`src/rtl/trig_seq_pkg.sv`:
```
// Shared encodings for the trigger sequencer.
// Assumes: the data op field is 2 bits wide at every level.
package trig_seq_pkg;

    typedef enum logic [1:0] {
        DOP_EQ    = 2'd0,
        DOP_LT    = 2'd1,
        DOP_RANGE = 2'd2,
        DOP_NEVER = 2'd3
    } data_op_e;

    typedef enum logic [1:0] {
        PH_SEEK  = 2'd0,
        PH_COUNT = 2'd1,
        PH_DONE  = 2'd2
    } phase_e;

endpackage

```
`src/rtl/trig_level_match.sv`:
```
// Combinational qualifier for one trigger level.
// Tests an inclusive address window and a masked data compare (eq / lt / window / never).
// The address and data terms are joined by AND or OR; a masked status match is always required.
// Assumes: the sample and the configuration are stable within the cycle.
module trig_level_match
    import trig_seq_pkg::*;
#(
    parameter int ADDR_W = 16,
    parameter int DATA_W = 16,
    parameter int STAT_W = 4
) (
    input  logic [ADDR_W-1:0] smp_addr,
    input  logic [DATA_W-1:0] smp_data,
    input  logic [STAT_W-1:0] smp_stat,
    input  logic [ADDR_W-1:0] addr_lo,
    input  logic [ADDR_W-1:0] addr_hi,
    input  logic [DATA_W-1:0] data_val,
    input  logic [DATA_W-1:0] data_hi,
    input  logic [DATA_W-1:0] data_mask,
    input  logic [1:0]        data_op,
    input  logic [STAT_W-1:0] stat_val,
    input  logic [STAT_W-1:0] stat_mask,
    input  logic              and_sel,
    output logic              hit
);

    logic [DATA_W-1:0] d_smp, d_lo, d_hi;
    logic              addr_ok, data_ok, stat_ok, join_ok;

    // Apply the data mask to the sample and both data constants.
    always_comb begin
        d_smp = smp_data & data_mask;
        d_lo  = data_val & data_mask;
        d_hi  = data_hi  & data_mask;
    end

    // Inclusive address window.
    always_comb begin
        addr_ok = (smp_addr >= addr_lo) && (smp_addr <= addr_hi);
    end

    // Data relation selected by the op code.
    always_comb begin
        unique case (data_op_e'(data_op))
            DOP_EQ:    data_ok = (d_smp == d_lo);
            DOP_LT:    data_ok = (d_smp <  d_lo);
            DOP_RANGE: data_ok = (d_smp >= d_lo) && (d_smp <= d_hi);
            default:   data_ok = 1'b0;
        endcase
    end

    // Status match, then the AND/OR join of the address and data terms.
    always_comb begin
        stat_ok = ((smp_stat ^ stat_val) & stat_mask) == '0;
        join_ok = and_sel ? (addr_ok && data_ok) : (addr_ok || data_ok);
        hit     = join_ok && stat_ok;
    end

endmodule

```
`src/rtl/trig_seq_ctrl.sv`:
```
// Level sequencer, post-match delay counter and trigger/break output registers.
// Advances at most one level per valid sample, counts valid samples after the last level,
// and fires a one-cycle trigger. Arm has priority over everything else.
// Assumes: cfg_delay and cfg_break_en are static between arm pulses; NUM_LEVELS >= 2.
module trig_seq_ctrl
    import trig_seq_pkg::*;
#(
    parameter int NUM_LEVELS = 3,
    parameter int CNT_W      = 20,
    parameter int LVL_W      = 2
) (
    input  logic                  clk,
    input  logic                  rst_n,
    input  logic                  arm,
    input  logic                  smp_valid,
    input  logic [NUM_LEVELS-1:0] lvl_hit,
    input  logic [CNT_W-1:0]      cfg_delay,
    input  logic                  cfg_break_en,
    output logic                  trig_pulse,
    output logic                  brk_req,
    output logic [LVL_W-1:0]      level_out,
    output logic                  done
);

    localparam int               PAD_N    = 1 << LVL_W;
    localparam logic [LVL_W-1:0] LVL_LAST = LVL_W'(NUM_LEVELS - 1);
    localparam logic [LVL_W-1:0] LVL_PAST = LVL_W'(NUM_LEVELS);

    phase_e           phase_q;
    logic [LVL_W-1:0] level_q;
    logic [CNT_W-1:0] cnt_q;
    logic [PAD_N-1:0] hit_pad;
    logic             cur_hit, last_hit, cnt_end, fire;

    // Select the current level's qualifier and decide whether this cycle fires.
    always_comb begin
        hit_pad  = PAD_N'(lvl_hit);
        cur_hit  = (phase_q == PH_SEEK) && smp_valid && hit_pad[level_q];
        last_hit = cur_hit && (level_q == LVL_LAST);
        cnt_end  = (phase_q == PH_COUNT) && smp_valid && ((cnt_q + 1'b1) == cfg_delay);
        fire     = !arm && ((last_hit && (cfg_delay == '0)) || cnt_end);
    end

    // Phase and level register: step on a qualifying sample, restart on arm.
    always_ff @(posedge clk) begin
        if (!rst_n || arm) begin
            phase_q <= PH_SEEK;
            level_q <= '0;
        end else begin
            unique case (phase_q)
                PH_SEEK: begin
                    if (last_hit) begin
                        level_q <= LVL_PAST;
                        phase_q <= (cfg_delay == '0) ? PH_DONE : PH_COUNT;
                    end else if (cur_hit) begin
                        level_q <= level_q + 1'b1;
                    end
                end
                PH_COUNT: if (cnt_end) phase_q <= PH_DONE;
                default:  phase_q <= phase_q;
            endcase
        end
    end

    // Delay counter: counts valid samples while in the counting phase.
    always_ff @(posedge clk) begin
        if (!rst_n || arm || phase_q != PH_COUNT) begin
            cnt_q <= '0;
        end else if (smp_valid && !cnt_end) begin
            cnt_q <= cnt_q + 1'b1;
        end
    end

    // Registered trigger and gated break pulses.
    always_ff @(posedge clk) begin
        if (!rst_n) begin
            trig_pulse <= 1'b0;
            brk_req    <= 1'b0;
        end else begin
            trig_pulse <= fire;
            brk_req    <= fire && cfg_break_en;
        end
    end

    assign level_out = level_q;
    assign done      = (phase_q == PH_DONE);

    // Marks cycles whose previous edge was already out of reset.
    logic past_ok;
    always_ff @(posedge clk) begin
        if (!rst_n) past_ok <= 1'b0;
        else        past_ok <= 1'b1;
    end

    AST_TRIG_ONE_CYCLE: assert property (@(posedge clk) disable iff (!rst_n)
        trig_pulse |=> !trig_pulse);
    AST_NO_RETRIGGER: assert property (@(posedge clk) disable iff (!rst_n)
        (done && !arm) |=> !trig_pulse);
    AST_BRK_WITH_TRIG: assert property (@(posedge clk) disable iff (!rst_n)
        brk_req |-> trig_pulse);
    AST_LEVEL_STEP: assert property (@(posedge clk) disable iff (!rst_n)
        (past_ok && level_out != $past(level_out) && !$past(arm))
            |-> (level_out == $past(level_out) + 1'b1));
    AST_STEP_NEEDS_SAMPLE: assert property (@(posedge clk) disable iff (!rst_n)
        (past_ok && level_out != $past(level_out) && !$past(arm)) |-> $past(smp_valid));
    AST_CNT_BELOW_DELAY: assert property (@(posedge clk) disable iff (!rst_n)
        (phase_q == PH_COUNT) |-> (cnt_q < cfg_delay));

endmodule

```
`src/rtl/trig_seq_top.sv`:
```
// Top of the multi-level trace trigger sequencer.
// Builds one qualifier per level from flat per-level configuration vectors and feeds the sequencer.
// Assumes: level i uses slice i of each configuration vector; configuration is static between arms.
module trig_seq_top #(
    parameter int NUM_LEVELS = 3,
    parameter int ADDR_W     = 16,
    parameter int DATA_W     = 16,
    parameter int STAT_W     = 4,
    parameter int CNT_W      = 20,
    localparam int LVL_W     = $clog2(NUM_LEVELS + 1)
) (
    input  logic                         clk,
    input  logic                         rst_n,
    input  logic                         arm,
    input  logic                         smp_valid,
    input  logic [ADDR_W-1:0]            smp_addr,
    input  logic [DATA_W-1:0]            smp_data,
    input  logic [STAT_W-1:0]            smp_stat,
    input  logic [NUM_LEVELS*ADDR_W-1:0] cfg_addr_lo,
    input  logic [NUM_LEVELS*ADDR_W-1:0] cfg_addr_hi,
    input  logic [NUM_LEVELS*DATA_W-1:0] cfg_data_val,
    input  logic [NUM_LEVELS*DATA_W-1:0] cfg_data_hi,
    input  logic [NUM_LEVELS*DATA_W-1:0] cfg_data_mask,
    input  logic [NUM_LEVELS*2-1:0]      cfg_data_op,
    input  logic [NUM_LEVELS*STAT_W-1:0] cfg_stat_val,
    input  logic [NUM_LEVELS*STAT_W-1:0] cfg_stat_mask,
    input  logic [NUM_LEVELS-1:0]        cfg_and_sel,
    input  logic [CNT_W-1:0]             cfg_delay,
    input  logic                         cfg_break_en,
    output logic                         trig_pulse,
    output logic                         brk_req,
    output logic [LVL_W-1:0]             cur_level,
    output logic                         triggered
);

    logic [NUM_LEVELS-1:0] lvl_hit;

    // One qualifier per level, each on its own configuration slice.
    for (genvar lv = 0; lv < NUM_LEVELS; lv++) begin : g_level
        trig_level_match #(
            .ADDR_W (ADDR_W),
            .DATA_W (DATA_W),
            .STAT_W (STAT_W)
        ) u_match (
            .smp_addr  (smp_addr),
            .smp_data  (smp_data),
            .smp_stat  (smp_stat),
            .addr_lo   (cfg_addr_lo  [lv*ADDR_W +: ADDR_W]),
            .addr_hi   (cfg_addr_hi  [lv*ADDR_W +: ADDR_W]),
            .data_val  (cfg_data_val [lv*DATA_W +: DATA_W]),
            .data_hi   (cfg_data_hi  [lv*DATA_W +: DATA_W]),
            .data_mask (cfg_data_mask[lv*DATA_W +: DATA_W]),
            .data_op   (cfg_data_op  [lv*2 +: 2]),
            .stat_val  (cfg_stat_val [lv*STAT_W +: STAT_W]),
            .stat_mask (cfg_stat_mask[lv*STAT_W +: STAT_W]),
            .and_sel   (cfg_and_sel[lv]),
            .hit       (lvl_hit[lv])
        );
    end

    trig_seq_ctrl #(
        .NUM_LEVELS (NUM_LEVELS),
        .CNT_W      (CNT_W),
        .LVL_W      (LVL_W)
    ) u_ctrl (
        .clk          (clk),
        .rst_n        (rst_n),
        .arm          (arm),
        .smp_valid    (smp_valid),
        .lvl_hit      (lvl_hit),
        .cfg_delay    (cfg_delay),
        .cfg_break_en (cfg_break_en),
        .trig_pulse   (trig_pulse),
        .brk_req      (brk_req),
        .level_out    (cur_level),
        .done         (triggered)
    );

endmodule

```
`config.mk`:
```
export PLATFORM = sky130hd
export DESIGN_NAME = trig_seq_top
export DESIGN_NICKNAME = d
export VERILOG_FILES = /design/src/rtl/trig_seq_pkg.sv /design/src/rtl/trig_level_match.sv /design/src/rtl/trig_seq_ctrl.sv /design/src/rtl/trig_seq_top.sv
export SDC_FILE = /design/constraint.sdc
export NUM_CORES = 1
export LEC_CHECK = 0
export ABC_AREA = 1
export BUFFER_PORTS_ARGS = -buffer_cell sky130_fd_sc_hd__clkbuf_2
export CORE_ASPECT_RATIO = 1.1
export CORE_MARGIN = 3
export CORE_UTILIZATION = 25
export DETAILED_ROUTE_END_ITERATION = 16
export REMOVE_ABC_BUFFERS = 1
export SLEW_MARGIN = 5
export SYNTH_ARGS = -nofsm -noshare
export SYNTH_HDL_FRONTEND = slang
export SYNTH_SLANG_ARGS = --single-unit
```
`constraint.sdc`:
```
create_clock -name clk -period 2.75 [get_ports clk]
set_input_delay 0.4125 -clock clk [delete_from_list [all_inputs] [get_ports clk]]
set_output_delay 0.4125 -clock clk [all_outputs]
set_load 0.1 [all_outputs]
```
### Word-level counts from Yosys, hierarchy flattened

Cells that the tools add are included.

* add/sub/neg operators: 2
* equality and inequality tests: 16
* mux-type cells: 14
* reductions and logical operators: 42
* order comparisons: 16
* bitwise operators: 15

Operators with widths (number)
* 16-bit bitwise AND: 9
* 16-bit >= comparator: 6
* 16-bit less-or-equal comparator: 6
* 16-bit equality test: 3
* 16-bit less-than comparator: 3
* 1-bit logical AND: 21
* 20-bit by 1-bit adder with 20-bit output (second input constant): 1
* 20-bit equality test: 1
* 20-bit logical NOT: 1
* 4-bit bitwise AND: 3
* 4-bit logical NOT: 3
* 4-bit XOR: 3
* 2-bit equality test (second input constant): 5
* 2-bit 2-to-1 mux: 5
* 1-bit one-hot mux with 3 select lines: 3
* 2-bit by 1-bit equality test with 1-bit output (second input constant): 4
* 2-bit logical NOT: 4
* 1-bit logical OR: 6
* 2-bit by 1-bit inequality test with 1-bit output (second input constant): 3
* 1-bit 2-to-1 mux: 4
* 2-bit one-hot mux with 2 select lines: 1
* 2-bit nonzero test: 2
* 1-bit logical NOT: 3
* 2-bit by 3-bit less-than comparator with 1-bit output (second input constant): 1
* 4 further kinds: 4

* logic and storage cells: 110
* register bits after elaboration: 26
* input bits: 334

### Logic depth before layout (Yosys ltp)

Gate-level depths: netlist (run 1).

* depth after elaboration: 15
* depth in mapped cells: 23

### By module

Synthesis (run 1) repeated with hierarchy kept, for this count alone.

* cell total of the unflattened synthesis: 1341
* area total of the unflattened synthesis: 7898.8 µm²

Modules (own cells, without submodules)
* trig_level_match: cells an instance 321, times used 3, area an instance 1920.6 µm²
* trig_seq_ctrl: cells an instance 378, times used 1, area an instance 2137.0 µm²

### Worst setup path after synthesis (run 1)

No wires, ideal clock.

* kind: reg2reg
* from: register u_ctrl.cnt_q[1]
* to: register u_ctrl.cnt_q[2]
* cell stages (with the launch flop): 19
* required time: 2638 ps
* library setup time: 112 ps
* path buffers: 1
* arrival: 2253 ps
* slack: 385 ps
* cell sequence: dfxtp_1 -> ha_1 -> nand3_2 -> nor2_2 -> nand2_1 -> nor2_2 -> nand3_1 -> nor3_2 -> xnor2_1 -> o21ai_1 -> inv_1 -> nand4_1 -> nor2_2 -> nand3_4 -> nand2_4 -> inv_4 -> buf_6 -> nor2_1 -> nor2_1

* cells in the longest elaborated chain, start to end: 5

Ends and longest elaborated chain
* from (decl): RTL line trig_seq_ctrl.sv:31 `logic [CNT_W-1:0] cnt_q;`
* from (signal assigned): RTL line trig_seq_ctrl.sv:70 `cnt_q <= cnt_q + 1'b1;`
* 20-bit by 1-bit adder with 20-bit output *: RTL line trig_seq_ctrl.sv:40, trig_seq_ctrl.sv:70
* 20-bit equality test: RTL line trig_seq_ctrl.sv:40 `cnt_end = (phase_q == PH_COUNT) && smp_valid && ((cnt_q + 1'b1) == cfg_delay);`
* 1-bit logical AND: RTL line trig_seq_ctrl.sv:40
* 1-bit logical NOT: RTL line trig_seq_ctrl.sv:69 `end else if (smp_valid && !cnt_end) begin`
* 1-bit logical AND: RTL line trig_seq_ctrl.sv:69

Mark *: on every way between the ends. The rest lies on a longest branch, timed or not.
A chain may end at the register's enable or synchronous reset.

### Worst setup path in the final report (run 1)

* from: register u_ctrl.cnt_q[1]
* to: register u_ctrl.cnt_q[10]

The elaborated chain is that of the path after synthesis.

==> metrics.cfg, run 1 <==
[timing]
clock_skew_ns=0.00560
fmax_mhz=395
tightest_slew_ns=0.695
timing.slew.headroom=0.524
setup_viol=0
setup_ws_ns=0.221
finalCriticalPeriod_ns=2.53
holdWs_ns=0.380
timing_hold_violations_final=0
drv_slew=0
post-route-period-util=0.920

[cts]
cts-root-buf=clkbuf_16
clk_path_buf_depth=2
cts_inserted_buffers=3
clk_pin_slew_ns=0.07
cts_sinks=26
htreeDepth=1
insertion_delay_ns=0.26
tritoncts=done

[yosys]
netlist_instances=1305
yosysWarnings=0
async_flop_share=0
ys_seq_elements=26
synth_edf_count=0
ys_types=44
ys_seq_area_frac=0.0672
synth_area_um2=7740
avgSynthCellArea_um2=5.93
synthFlopType=dfxtp_1

[drt]
via_count=9418
avgViaCountPerCell=4.52
drt_iter0_drc=464
post-route-drc-count=0
drtAntennaViolNets=0
wl_um=30200
first_pass_iters=5
detail_route.wl_per_cell_um=14.5

[setup_path]
r2r-end=u_ctrl.cnt_q[10]$_SDFFE_PP0P_
worst-path-stages=17
worst-r2r-setup-slack_ns=0.22
reg2reg_from=u_ctrl.cnt_q[1]$_SDFFE_PP0P_
crit_fanout=10
critical_path_arrival_ns=2.69
cp-end-kind=flip-flop
crit_family=simple AND/OR/NAND/NOR gates
worst-path-buf-inv=2
slowest_stage=dfxtp_2
crit_type=reg -> reg
cp.required_ns=2.92
crit_path_start=u_ctrl.cnt_q[1]$_SDFFE_PP0P_
reg2regPathDepth=17
slowest_delay_ns=0.36
crit_path_start_kind=flip-flop
endpoint=u_ctrl.cnt_q[10]$_SDFFE_PP0P_
crit_chain=ha_4 -> nand3_2 -> nor2_4 -> nand2_2 -> nor2_4 -> buf_4 -> nand3_1 -> xor2_1 -> nor2_1 -> nand3b_1 -> nor2_2 -> nand3_4 -> nand2_4 -> buf_12 -> nand2_1 -> nand2_1 -> nor2_1

[floorplan]
core-area_um2=30100
fp.dieH_um=191
die_width_um=174
start_util=0.258
dieArea_um2=33100
rows=66
io_pins=339

[final_layout]
fin_area_um2=10600
stdcell_count=2085
drive_gt1_frac=0.268
antenna_cells=0
fillers=3375
syn2layout_area_growth_pct=36.3
final_net_count=2200

[grt]
grt_use_met2=0.330
grt.total_usage=0.172
grt_pass1_vias=9319
met3_usage=0.0211
grt.met1_usage=0.204
grt_pass1_wl_um=46500
grt-busiest-layer=met2
grt_max_degree=21
antenna_found_initial=2
grt_overflow=0

[placed_design]
place_ws_ns=-0.312
gp_congestion=0.912
dpl_cell_area_um2=10200
place.detailed.hpwl_um=27400
io_buffers=338
post-place-cells=2077

[run_status]
status=finished, final reports clean

[power_and_ir_drop]
peakVddDrop_mv=0.169
cellLeakagePower_nw=6.35
power_density_nw_per_um2=194

[min_path]
hp-class=in -> reg

[job]
drv_cap=0

==> kinds of logic after synthesis <==
group,Yosys count,synth area share
AO/OA/AOI/OAI,161,0.115
XOR/XNOR,24,0.0281
adder cells (fa/ha/maj),188,0.304
buffers and inverters,238,0.119
flip-flops,26,0.0672
AND/OR/NAND/NOR,668,0.366
==> power breakdown <==
part           internal (mW)  leakage (nW)  switching, mW
sequential             0.377         0.210       0.000628
clock                  0.223        0.0442          0.144
combinational          0.583          6.09          0.724
total                   1.18          6.35          0.869
==> synth_stat cells, drive strengths merged, types with 3 or more instances <==
cell type | number | area (um^2)
buf | 7 | 55.1
nor3 | 15 | 85.1
or2 | 11 | 68.8
ha | 188 | 2350
o21ai | 32 | 160
xor2 | 17 | 156
nand3b | 3 | 22.5
nor4 | 9 | 56.3
o21a | 13 | 97.6
nand4 | 31 | 194
nand2 | 399 | 1510
a21oi | 96 | 480
nand3 | 70 | 368
dfxtp | 26 | 521
inv | 229 | 862
o21bai | 8 | 60.1
nor3b | 3 | 22.5
nor2 | 122 | 480
xnor2 | 7 | 61.3
==> worst min path at each step <==
stage	from	end	slack, ns	depth (start not counted)
after floorplan	u_ctrl.cnt_q[19]$_SDFFE_PP0P_	u_ctrl.cnt_q[19]$_SDFFE_PP0P_	0.47	2
after global placement	u_ctrl.cnt_q[19]$_SDFFE_PP0P_	u_ctrl.cnt_q[19]$_SDFFE_PP0P_	0.49	2
after detailed placement	u_ctrl.cnt_q[19]$_SDFFE_PP0P_	u_ctrl.cnt_q[19]$_SDFFE_PP0P_	0.50	2
after CTS	cfg_break_en	u_ctrl.brk_req$_SDFF_PN0_	0.39	3
after global routing	cfg_break_en	u_ctrl.brk_req$_SDFF_PN0_	0.40	3
final	cfg_break_en	u_ctrl.brk_req$_SDFF_PN0_	0.38	3
==> cells in the final DEF (no fill, tap or decap), types with 3 or more instances in the layout <==
cell type / netlist / routed
nor4_1: 9 / 5
nor4_4: 0 / 3
or2_2: 9 / 9
a21oi_1: 96 / 92
nor2_1: 113 / 108
nand3b_1: 3 / 3
inv_2: 0 / 4
o21ai_1: 1 / 4
a21oi_2: 0 / 4
o21a_1: 13 / 13
nor2_4: 0 / 3
nor3_1: 13 / 12
buf_4: 1 / 36
ha_4: 0 / 7
o21bai_1: 8 / 8
o21ai_0: 31 / 28
dfxtp_1: 26 / 24
xor2_1: 16 / 15
clkbuf_2: 0 / 336
xnor2_1: 7 / 5
clkbuf_16: 0 / 3
nor2_2: 9 / 11
nand3_1: 68 / 67
inv_1: 228 / 223
nand2_1: 398 / 387
ha_1: 188 / 181
nand2_2: 0 / 11
nand4_1: 31 / 31
==> routing by layer <==
| metal | part of all wire | wire (um) | vias up |
|---|---|---|---|
| met5 | 0.00089 | 27 | - |
| met1 | 0.42 | 12600 | 4100 |
| met2 | 0.50 | 15100 | 299 |
| met4 | 0.024 | 720 | 4 |
| met3 | 0.058 | 1740 | 35 |
| li1 | - | - | 4980 |
==> cell type report <==
type	count	area, um^2	share of cell area
tap	408	510	0.0484
inverter	229	865	0.0819
multi-input combinational	1041	6560	0.622
clock buffer	4	88.8	0.00842
sequential	26	523	0.0496
timing repair buffer	377	2000	0.190
==> sequential cells by signal, indices dropped and copies added (netlist names) <==
register,count
u_ctrl.level_out,2
u_ctrl.cnt_q,20
u_ctrl.brk_req,1
u_ctrl.trig_pulse,1
u_ctrl.phase_q,2
==> worst reg2reg max path: stages, from the launching register on <==
cell	delay, ns
dfxtp_2	0.36
ha_4	0.15
nand3_2	0.11
nor2_4	0.16
nand2_2	0.09
nor2_4	0.15
buf_4	0.12
nand3_1	0.07
xor2_1	0.24
nor2_1	0.09
nand3b_1	0.18
nor2_2	0.19
nand3_4	0.12
nand2_4	0.11
buf_12	0.13
nand2_1	0.05
nand2_1	0.06
nor2_1	0.04
==> repair_timing <==
item | 4_1_cts | 5_1_grt
endpoints found under the setup margin | 4 | 26
hold buffers | 0 | 0
pin swaps | 0 | 28
setup buffers | 0 | 4
gates resized for setup | 1 | 60
==> metrics by stage <==
stage          total power, mW  setup TNS [ns]   util
2_1_floorplan             1.07               0      -
3_3_place_gp              1.64           -1.57  0.338
3_5_place_dp              1.66           -1.65  0.338
4_1_cts                   2.03               0  0.341
5_1_grt                   2.27          -0.235  0.351
6_report                  2.05               0  0.351
Note: power is estimated with default switching activity, not from simulation.
==> run 2, diff against run 1 <==
GPL_TIMING_DRIVEN = 0   (was default)
==> run 2 against run 1 <==
Compared with the run above: combinational power down 5%; power up 0.53%; count of clock-buffer cells in the layout fell by 1; clock skew decreased by 0.0026 ns; register-to-register slack worse by 0.12 ns; non-clock buffer count decreased by 26; flip-flop and latch count unchanged; cell count is 1.2% lower; sequential share of layout area up 0.13 points; clock power is 19% higher; critical path type unchanged; highest routed layer unchanged.
==> metrics.cfg, run 2 (synthesis results as in run 1) <==
[drt]
avgViaCountPerCell=4.50  ; was 4.52
drt_iter0_drc=344  ; was 464
wl_um=29500  ; was 30200 um
first_pass_iters=4  ; was 5
detail_route.wl_per_cell_um=14.3  ; was 14.5 um
drtAntennaViolNets=0  ; unchanged
post-route-drc-count=0  ; unchanged
via_count=9273  ; was 9418

[placed_design]
place.detailed.hpwl_um=26700  ; was 27400 um
gp_congestion=0.920  ; was 0.912
io_buffers=338  ; unchanged
dpl_cell_area_um2=9900  ; was 10200 um^2

[timing]
clock_skew_ns=0.00300  ; was 0.00560 ns
timing.slew.headroom=0.557  ; was 0.524
fin_tns_setup_ns=0  ; unchanged
finalCriticalPeriod_ns=2.64  ; was 2.53 ns
drv_slew=0  ; unchanged
post-route-period-util=0.962  ; was 0.920
rsz0062_at_grt=yes
timing_hold_violations_final=0  ; unchanged
fmax_mhz=378  ; was 395 MHz
setup_viol=0  ; unchanged
tightest_slew_ns=0.658  ; was 0.695 ns

[final_layout]
regArea_um2=526  ; was 523 um^2
multi_input_area_um2=6520  ; was 6560 um^2
antenna_cells=0  ; unchanged
drive_gt1_frac=0.251  ; was 0.268
largest_reg_flops=20  ; unchanged
fillers=3399  ; was 3375
syn2layout_area_growth_pct=33.5  ; was 36.3%
fin_area_um2=10300  ; was 10600 um^2
regMostFlops=u_ctrl.cnt_q  ; unchanged
final_net_count=2174  ; was 2200
final_common_cell=nand2_1  ; unchanged
mostFrequentLayoutCells=nand2_1 (390), clkbuf_2 (335), inv_1 (225)  ; was nand2_1 (387), clkbuf_2 (336), inv_1 (223)

[cts]
ctsHoldBuffers=0  ; unchanged
htreeDepth=1  ; unchanged
insertion_delay_ns=0.26  ; about the same
cts-root-buf=clkbuf_16  ; unchanged
tritoncts=done  ; unchanged
clk_pin_slew_ns=0.07  ; about the same
cts_inserted_buffers=3  ; unchanged
cts_sinks=26  ; unchanged
clk_path_buf_depth=2  ; unchanged

[grt]
grt_overflow=0  ; unchanged
grt_pass1_vias=8952  ; was 9319
grt_max_degree=18  ; was 21
antenna_found_initial=2  ; unchanged
grt_pass1_wl_um=44900  ; was 46500 um
grt.total_usage=0.167  ; was 0.172

[setup_path]
crit_top_cell=nand2_1
crit_path_start_kind=flip-flop  ; unchanged
crit_chain=inv_1 -> nor3_1 -> nor3b_1 -> xnor2_2 -> xor2_1 -> nand4_1 -> nor2_2 -> nand3_4 -> nand2_8 -> buf_4 -> nand2_1 -> nand2_1 -> nor2_1  ; was ha_4 -> nand3_2 -> nor2_4 -> nand2_2 -> nor2_4 -> buf_4 -> nand3_1 -> xor2_1 -> nor2_1 -> nand3b_1 -> nor2_2 -> nand3_4 -> nand2_4 -> buf_12 -> nand2_1 -> nand2_1 -> nor2_1
cp.required_ns=2.91  ; was 2.92 ns
slowest_delay_ns=0.46  ; was 0.36 ns
cp-end-kind=flip-flop  ; unchanged
critical_path_arrival_ns=2.81  ; was 2.69 ns
slowest_stage=dfxtp_1  ; was dfxtp_2
crit_fanout=9  ; was 10
crit_type=reg -> reg  ; unchanged

[power_and_ir_drop]
cellLeakagePower_nw=6.24  ; was 6.35 nW
finalPower_mw=2.06  ; was 2.05 mW
peakVddDrop_mv=0.247  ; was 0.169 mV
power_density_nw_per_um2=199  ; was 194 nW/um^2

[run_status]
status=finished, final reports clean  ; unchanged

[floorplan]
dieArea_um2=33100  ; unchanged
start_util=0.258  ; unchanged
io_pins=339  ; unchanged
core-area_um2=30100  ; unchanged
die_width_um=174  ; unchanged
fp.dieH_um=191  ; unchanged
rows=66  ; unchanged

[job]
drv_cap=0  ; unchanged

[min_path]
hp-class=in -> reg  ; unchanged

[run 2: changes by cell type in the layout (fill, tap and decap cells not counted), sizes merged]
| cell | change |
|---|---|
| clkbuf | -2 |
| buf | -25 |
| bufinv | +1 |
[run 2: timing repair]
| action | in CTS | in global routing |
|---|---|---|
| gates resized for setup | 12 | 43 |
| pin swaps | 1 | 26 |
| cloned | 0 | 0 |
| hold endpoints to repair | 0 | 0 |
| setup buffers | 2 | 10 |
| endpoints found under the setup margin | 26 | 26 |
[run 2: routing by layer]
| metal | part of all wire | track usage | vias up |
|---|---|---|---|
| li1 | - | - | 4930 |
| met3 | 0.064 | 0.0297 | 32 |
| met2 | 0.50 | 0.319 | 280 |
| met1 | 0.42 | 0.195 | 4027 |
| met5 | 0.00091 | 0 | - |
| met4 | 0.020 | 0.0306 | 4 |
[run 2: critical path, delay by kind of cell, from the launching register on]
kind	cells	cell delay [ns]
buffers and inverters	2	0.26
xor gates and xnor gates	2	0.41
DFF	1	0.46
and+or+nand+nor	9	1.40
[run 2: path summary, 6_finish.rpt]
kind	from	endpoint	slack (ns)	depth (start not counted)
worst max-delay path	u_ctrl.cnt_q[9]$_SDFFE_PP0P_	u_ctrl.cnt_q[10]$_SDFFE_PP0P_	0.11	13
worst min-delay path	cfg_break_en	u_ctrl.brk_req$_SDFF_PN0_	0.34	3
worst max register to register	u_ctrl.cnt_q[9]$_SDFFE_PP0P_	u_ctrl.cnt_q[10]$_SDFFE_PP0P_	0.11	13
worst min register to register	u_ctrl.level_out[0]$_SDFFE_PP0P_	u_ctrl.level_out[0]$_SDFFE_PP0P_	0.50	2
[run 2: final cells by class]
| type | count | area share |
|---|---|---|
| clock buffers | 3 | 0.00726 |
| clock inverters | 1 | 0.00291 |
| inverters | 229 | 0.0837 |
| multi-input cells | 1041 | 0.631 |
| flip-flops and latches | 26 | 0.0508 |
| well taps | 408 | 0.0494 |
| repair buffers | 351 | 0.175 |
[run 2: metrics by stage]
step                      setup WS, ns  hold slack, ns  instances  utilization
after global routing           -0.0836           0.346       2059        0.344
after floorplan                  0.232           0.472       1296            -
after detailed placement        -0.647           0.492       2043        0.329
after CTS                       0.0261           0.338       2049        0.336
final                            0.105           0.335       2059        0.344
after global placement          -0.666           0.489       2042        0.329
[run 2: report_power, final]
group	internal (mW)	switching, mW	total [mW]
Clock	0.290	0.146	0.436
Sequential	0.376	0.000482	0.376
Combinational	0.541	0.709	1.25
